<file path="src/rtl/wsn_pkg.sv">
package wsn_pkg;

    // Active routing configuration
    typedef enum logic {
        CFG_FULL  = 1'b0,   // every element loaded and unloaded
        CFG_SPLIT = 1'b1    // cross-domain chains load-only
    } cfg_e;

    // Source code meaning "no source": the selector drives zero
    localparam int NO_SRC = -1;

    // Source codes: 0..NUM_SI-1 are scan-in pins, NUM_SI+k is tail of element k
    function automatic bit code_is_pin(int code, int num_si);
        return (code >= 0) && (code < num_si);
    endfunction

    function automatic bit code_is_elem(int code, int num_si);
        return code >= num_si;
    endfunction

endpackage

</file>
<file path="src/rtl/wsn_cfg_reg.sv">
module wsn_cfg_reg
    import wsn_pkg::*;
(
    input  logic clk,
    input  logic rst,
    input  logic scan_en,
    input  cfg_e cfg_req,
    output cfg_e cfg_q
);

    // Configuration only moves while nothing is shifting
    always_ff @(posedge clk) begin
        if (rst) begin
            cfg_q <= CFG_FULL;
        end else if (!scan_en) begin
            cfg_q <= cfg_req;
        end
    end

endmodule

</file>
<file path="src/rtl/wsn_src_mux.sv">
module wsn_src_mux
    import wsn_pkg::*;
#(
    parameter int NUM_SI     = 3,
    parameter int NUM_ELEM   = 4,
    parameter int CODE_FULL  = 0,
    parameter int CODE_SPLIT = 0
) (
    input  logic [NUM_SI-1:0]   si_i,
    input  logic [NUM_ELEM-1:0] tail_i,
    input  cfg_e                cfg_i,
    output logic                bit_o
);

    logic from_full;
    logic from_split;

    generate
        if (code_is_pin(CODE_FULL, NUM_SI)) begin : g_full_pin
            assign from_full = si_i[CODE_FULL];
        end else if (code_is_elem(CODE_FULL, NUM_SI)) begin : g_full_elem
            assign from_full = tail_i[CODE_FULL-NUM_SI];
        end else begin : g_full_none
            assign from_full = 1'b0;
        end

        if (code_is_pin(CODE_SPLIT, NUM_SI)) begin : g_split_pin
            assign from_split = si_i[CODE_SPLIT];
        end else if (code_is_elem(CODE_SPLIT, NUM_SI)) begin : g_split_elem
            assign from_split = tail_i[CODE_SPLIT-NUM_SI];
        end else begin : g_split_none
            assign from_split = 1'b0;
        end
    endgenerate

    assign bit_o = (cfg_i == CFG_SPLIT) ? from_split : from_full;

endmodule

</file>
<file path="src/rtl/wsn_elem.sv">
module wsn_elem #(
    parameter int LEN = 1
) (
    input  logic clk,
    input  logic rst,
    input  logic shift,
    input  logic din,
    output logic head,
    output logic tail
);

    logic [LEN-1:0] bits_q;

    generate
        if (LEN == 1) begin : g_cell
            always_ff @(posedge clk) begin
                if (rst)        bits_q <= '0;
                else if (shift) bits_q <= din;
            end
        end else begin : g_chain
            always_ff @(posedge clk) begin
                if (rst)        bits_q <= '0;
                else if (shift) bits_q <= {bits_q[LEN-2:0], din};
            end
        end
    endgenerate

    assign head = bits_q[0];
    assign tail = bits_q[LEN-1];

endmodule

</file>
<file path="src/rtl/wrap_scan_net.sv">
module wrap_scan_net
    import wsn_pkg::*;
#(
    parameter int NUM_SI   = 3,
    parameter int NUM_SO   = 2,
    parameter int NUM_ELEM = 4,
    parameter int ELEM_LEN   [NUM_ELEM] = '{10, 8, 6, 1},
    parameter int PRED_FULL  [NUM_ELEM] = '{0, 1, 4, 3},
    parameter int PRED_SPLIT [NUM_ELEM] = '{0, 1, 2, 3},
    parameter int OUT_FULL   [NUM_SO]   = '{6, 5},
    parameter int OUT_SPLIT  [NUM_SO]   = '{6, -1}
) (
    input  logic              clk,
    input  logic              rst,
    input  logic              scan_en,
    input  logic              mode_i,
    input  logic [NUM_SI-1:0] si_i,
    output logic [NUM_SO-1:0] so_o
);

    cfg_e                cfg_q;
    logic [NUM_ELEM-1:0] elem_din;
    logic [NUM_ELEM-1:0] elem_head;
    logic [NUM_ELEM-1:0] elem_tail;

    wsn_cfg_reg u_cfg (
        .clk     (clk),
        .rst     (rst),
        .scan_en (scan_en),
        .cfg_req (cfg_e'(mode_i)),
        .cfg_q   (cfg_q)
    );

    generate
        for (genvar e = 0; e < NUM_ELEM; e++) begin : g_elem
            wsn_src_mux #(
                .NUM_SI     (NUM_SI),
                .NUM_ELEM   (NUM_ELEM),
                .CODE_FULL  (PRED_FULL[e]),
                .CODE_SPLIT (PRED_SPLIT[e])
            ) u_pred (
                .si_i   (si_i),
                .tail_i (elem_tail),
                .cfg_i  (cfg_q),
                .bit_o  (elem_din[e])
            );

            wsn_elem #(
                .LEN (ELEM_LEN[e])
            ) u_store (
                .clk   (clk),
                .rst   (rst),
                .shift (scan_en),
                .din   (elem_din[e]),
                .head  (elem_head[e]),
                .tail  (elem_tail[e])
            );
        end

        for (genvar o = 0; o < NUM_SO; o++) begin : g_out
            wsn_src_mux #(
                .NUM_SI     (NUM_SI),
                .NUM_ELEM   (NUM_ELEM),
                .CODE_FULL  (OUT_FULL[o]),
                .CODE_SPLIT (OUT_SPLIT[o])
            ) u_obs (
                .si_i   (si_i),
                .tail_i (elem_tail),
                .cfg_i  (cfg_q),
                .bit_o  (so_o[o])
            );
        end
    endgenerate

endmodule

</file>
<file path="config.mk">
export PLATFORM = sky130hd
export DESIGN_NAME = wrap_scan_net
export DESIGN_NICKNAME = d
export VERILOG_FILES = /design/src/rtl/wsn_pkg.sv /design/src/rtl/wsn_cfg_reg.sv /design/src/rtl/wsn_src_mux.sv /design/src/rtl/wsn_elem.sv /design/src/rtl/wrap_scan_net.sv
export SDC_FILE = /design/constraint.sdc
export NUM_CORES = 1
export LEC_CHECK = 0
export BUFFER_PORTS_ARGS = -buffer_cell sky130_fd_sc_hd__buf_2
export CORE_AREA = 2 2 53 55
export CTS_BUF_LIST = sky130_fd_sc_hd__clkbuf_8
export DETAILED_ROUTE_END_ITERATION = 7
export DIE_AREA = 0 0 55 57
export GPL_TIMING_DRIVEN = 0
export MAX_ROUTING_LAYER = met4
export PLACE_DENSITY = 0.56
export RECOVER_POWER = 25
export SLEW_MARGIN = 20
export SYNTH_ARGS = -nofsm -noshare
export SYNTH_HDL_FRONTEND = slang
export SYNTH_SLANG_ARGS = --single-unit
</file>
<file path="constraint.sdc">
create_clock -name clk -period 1.77 [get_ports clk]
set_input_delay 0.177 -clock clk [delete_from_list [all_inputs] [get_ports clk]]
set_output_delay 0.177 -clock clk [all_outputs]
set_load 0.03 [all_outputs]
</file>
==> run metrics <==
status completed; Initial Utilization 0.376; number of routed nets with antenna violations 0; Skew-Pair Late Insertion Delay 270 ps; Detailed Route WL 1330 µm; RSZ-0062 raised after global routing false; io pins 9; first-pass GRT wire length 2410 µm; # Post-CTS Setup Buffers 0; layout cells sized above 1 0.173; synthesis-stage register bit count 26; row count 19; Hold-fix buffers, CTS 0; post_cts resized 0; biggest area consumer among synthesized cells dfxtp_1; total number of vias 583; Setup-failing EPs final 0; post-DR vias/cell 4.52; Hold Crit Class input port to flop; DP Cell Count 125; Layout Skew 6.54 ps; Yosys top cell area share 0.529; Core ar. 0.00262 mm²; ANT cells 0; CTS buffer count 3; peak supply drop 506 µV; CTS tree done; Main synth FF type dfxtp_1; drt pass-1 iters 3; Async SR Flop Fraction 0; Post-Syn Instances 88; Max-Slew Margin vs Limit 0.734; fmax 845 MHz; Hold WS 122 ps; r2r setup slk 980 ps; Post-Syn Nets 95; Final Hold Fails 0; Detailed Place HPWL 941 µm; synthesis-to-finish area growth 12.6%; Setup Total Neg Slack 0 ps; Buffers on Ports 6; sequential share of the synthesized area 0.529; drt drc 0; type of origin of the critical path flop; maximum buffer depth of the clock tree 2; Post-synth top cells dfxtp_1 (26), mux2i_1 (26), nor2_1 (26); Finished Layout Cells 129; Clock Sinks 26; CP Class flop to output pin; GRT Resource Usage Total 0.112; vias in the first global route 562; final instance area 0.00111 mm²; routed length per instance 10.3 µm; # H-tree levels 1; mean post-synth cell area 11.2 µm²; worst slew pin tran 399 ps; Nets 106; number of synthesized flops with an enable pin 0; initial antenna violation count 0; Crit. End Element output pin; top cells by area, synth dfxtp_1 (53%), mux2i_1 (26%), nor2_1 (9.9%), buf_12 (4.1%), buf_4 (2.3%); period utilization 0.668; initial DRC count 7; root cell of the clock tree clkbuf_8; synth warn 0; Tmin final 1180 ps; Req. time, crit path 1590 ps; CP max FO 3; Slew Viols, Final 0; Clock transition at path regs 90 ps; Overflow after GRT 0; placed cell area 0.00105 mm²; pin count of the biggest net entering global routing 15; CP arrival 1010 ps; GP Congestion 0.658; Synth Cell Area 983 µm²; # Max-Cap Violations 0; Die X-Extent 55 µm; Die Y 57 µm; Die ar. 0.00314 mm²; leakage 0.507 nW; Pwr per Cell Area 940 mW/mm²; distinct cell type count after synthesis 10
-- critical path, stage by stage, from the launching register on --
cell	delay, ps
dfxtp_1	340
nor2b_1	110
buf_4	100
buf_2	180
-- registers in the layout, summed over array words and instances, names as in the netlist --
register,flops
g_elem.u_store.bits_q,24
g_elem.u_store.head,1
u_cfg.cfg_q,1
-- metrics by stage --
stage / utilization / power (W) / setup slack [ps]
2_1_floorplan: - / 0.000669 / 978
3_3_place_gp: 0.402 / 0.000681 / 853
3_5_place_dp: 0.402 / 0.000682 / 862
4_1_cts: 0.423 / 0.00106 / 571
5_1_grt: 0.423 / 0.00109 / 524
6_report: 0.423 / 0.00104 / 587
-- area by class of cell --
| class | instances | area (µm²) |
|---|---|---|
| Sequential cell | 26 | 520 |
| Timing Repair Buffer | 6 | 30.0 |
| Fill cell | 272 | 1510 |
| Buffer | 8 | 91.3 |
| Clock buffer | 4 | 55.1 |
| Multi-Input combinational cell | 54 | 372 |
| Tap cell | 31 | 38.8 |
-- final timing paths --
| kind | from | end | depth (start not counted) |
|---|---|---|---|
| worst max-delay path | u_cfg.cfg_q | so_o[1] | 3 |
| worst max register to register | u_cfg.cfg_q | g_elem[2].u_store.bits_q[0] | 2 |
| worst min-delay path | rst | g_elem[0].u_store.bits_q[0] | 2 |
| worst min register to register | g_elem[2].u_store.bits_q[0] | g_elem[2].u_store.bits_q[0] | 2 |
-- cells by family after synthesis --
logic type | Yosys count | share of synthesized area
buffers and inverters | 8 | 0.0929
muxes | 26 | 0.265
and+or+nand+nor | 27 | 0.106
AOI/OAI and AO/OA | 1 | 0.00764
DFF | 26 | 0.529
-- metal layers --
layer | vias up | wire length [µm] | GRT usage
met2 | 9 | 575 | 0.153
met5 | - | 0 | -
li1 | 307 | - | -
met1 | 262 | 653 | 0.138
met3 | 5 | 48 | 0.0314
met4 | 0 | 48 | 0.0836
-- where the power goes --
group | total, W | internal (W) | switching, W
clock network | 0.000373 | 0.000199 | 0.000175
logic | 0.0000679 | 0.0000365 | 0.0000315
registers | 0.000599 | 0.000594 | 0.00000528
-- layout by cell type (no fill, tap or decap), drive strengths merged --
| cell | Yosys | routed |
|---|---|---|
| nor2 | 26 | 26 |
| clkbuf | 2 | 6 |
| nor2b | 1 | 1 |
| dfxtp | 26 | 26 |
| a211oi | 1 | 1 |
| mux2i | 26 | 26 |
| buf | 6 | 12 |
Note: power is estimated with default switching activity, not from simulation.
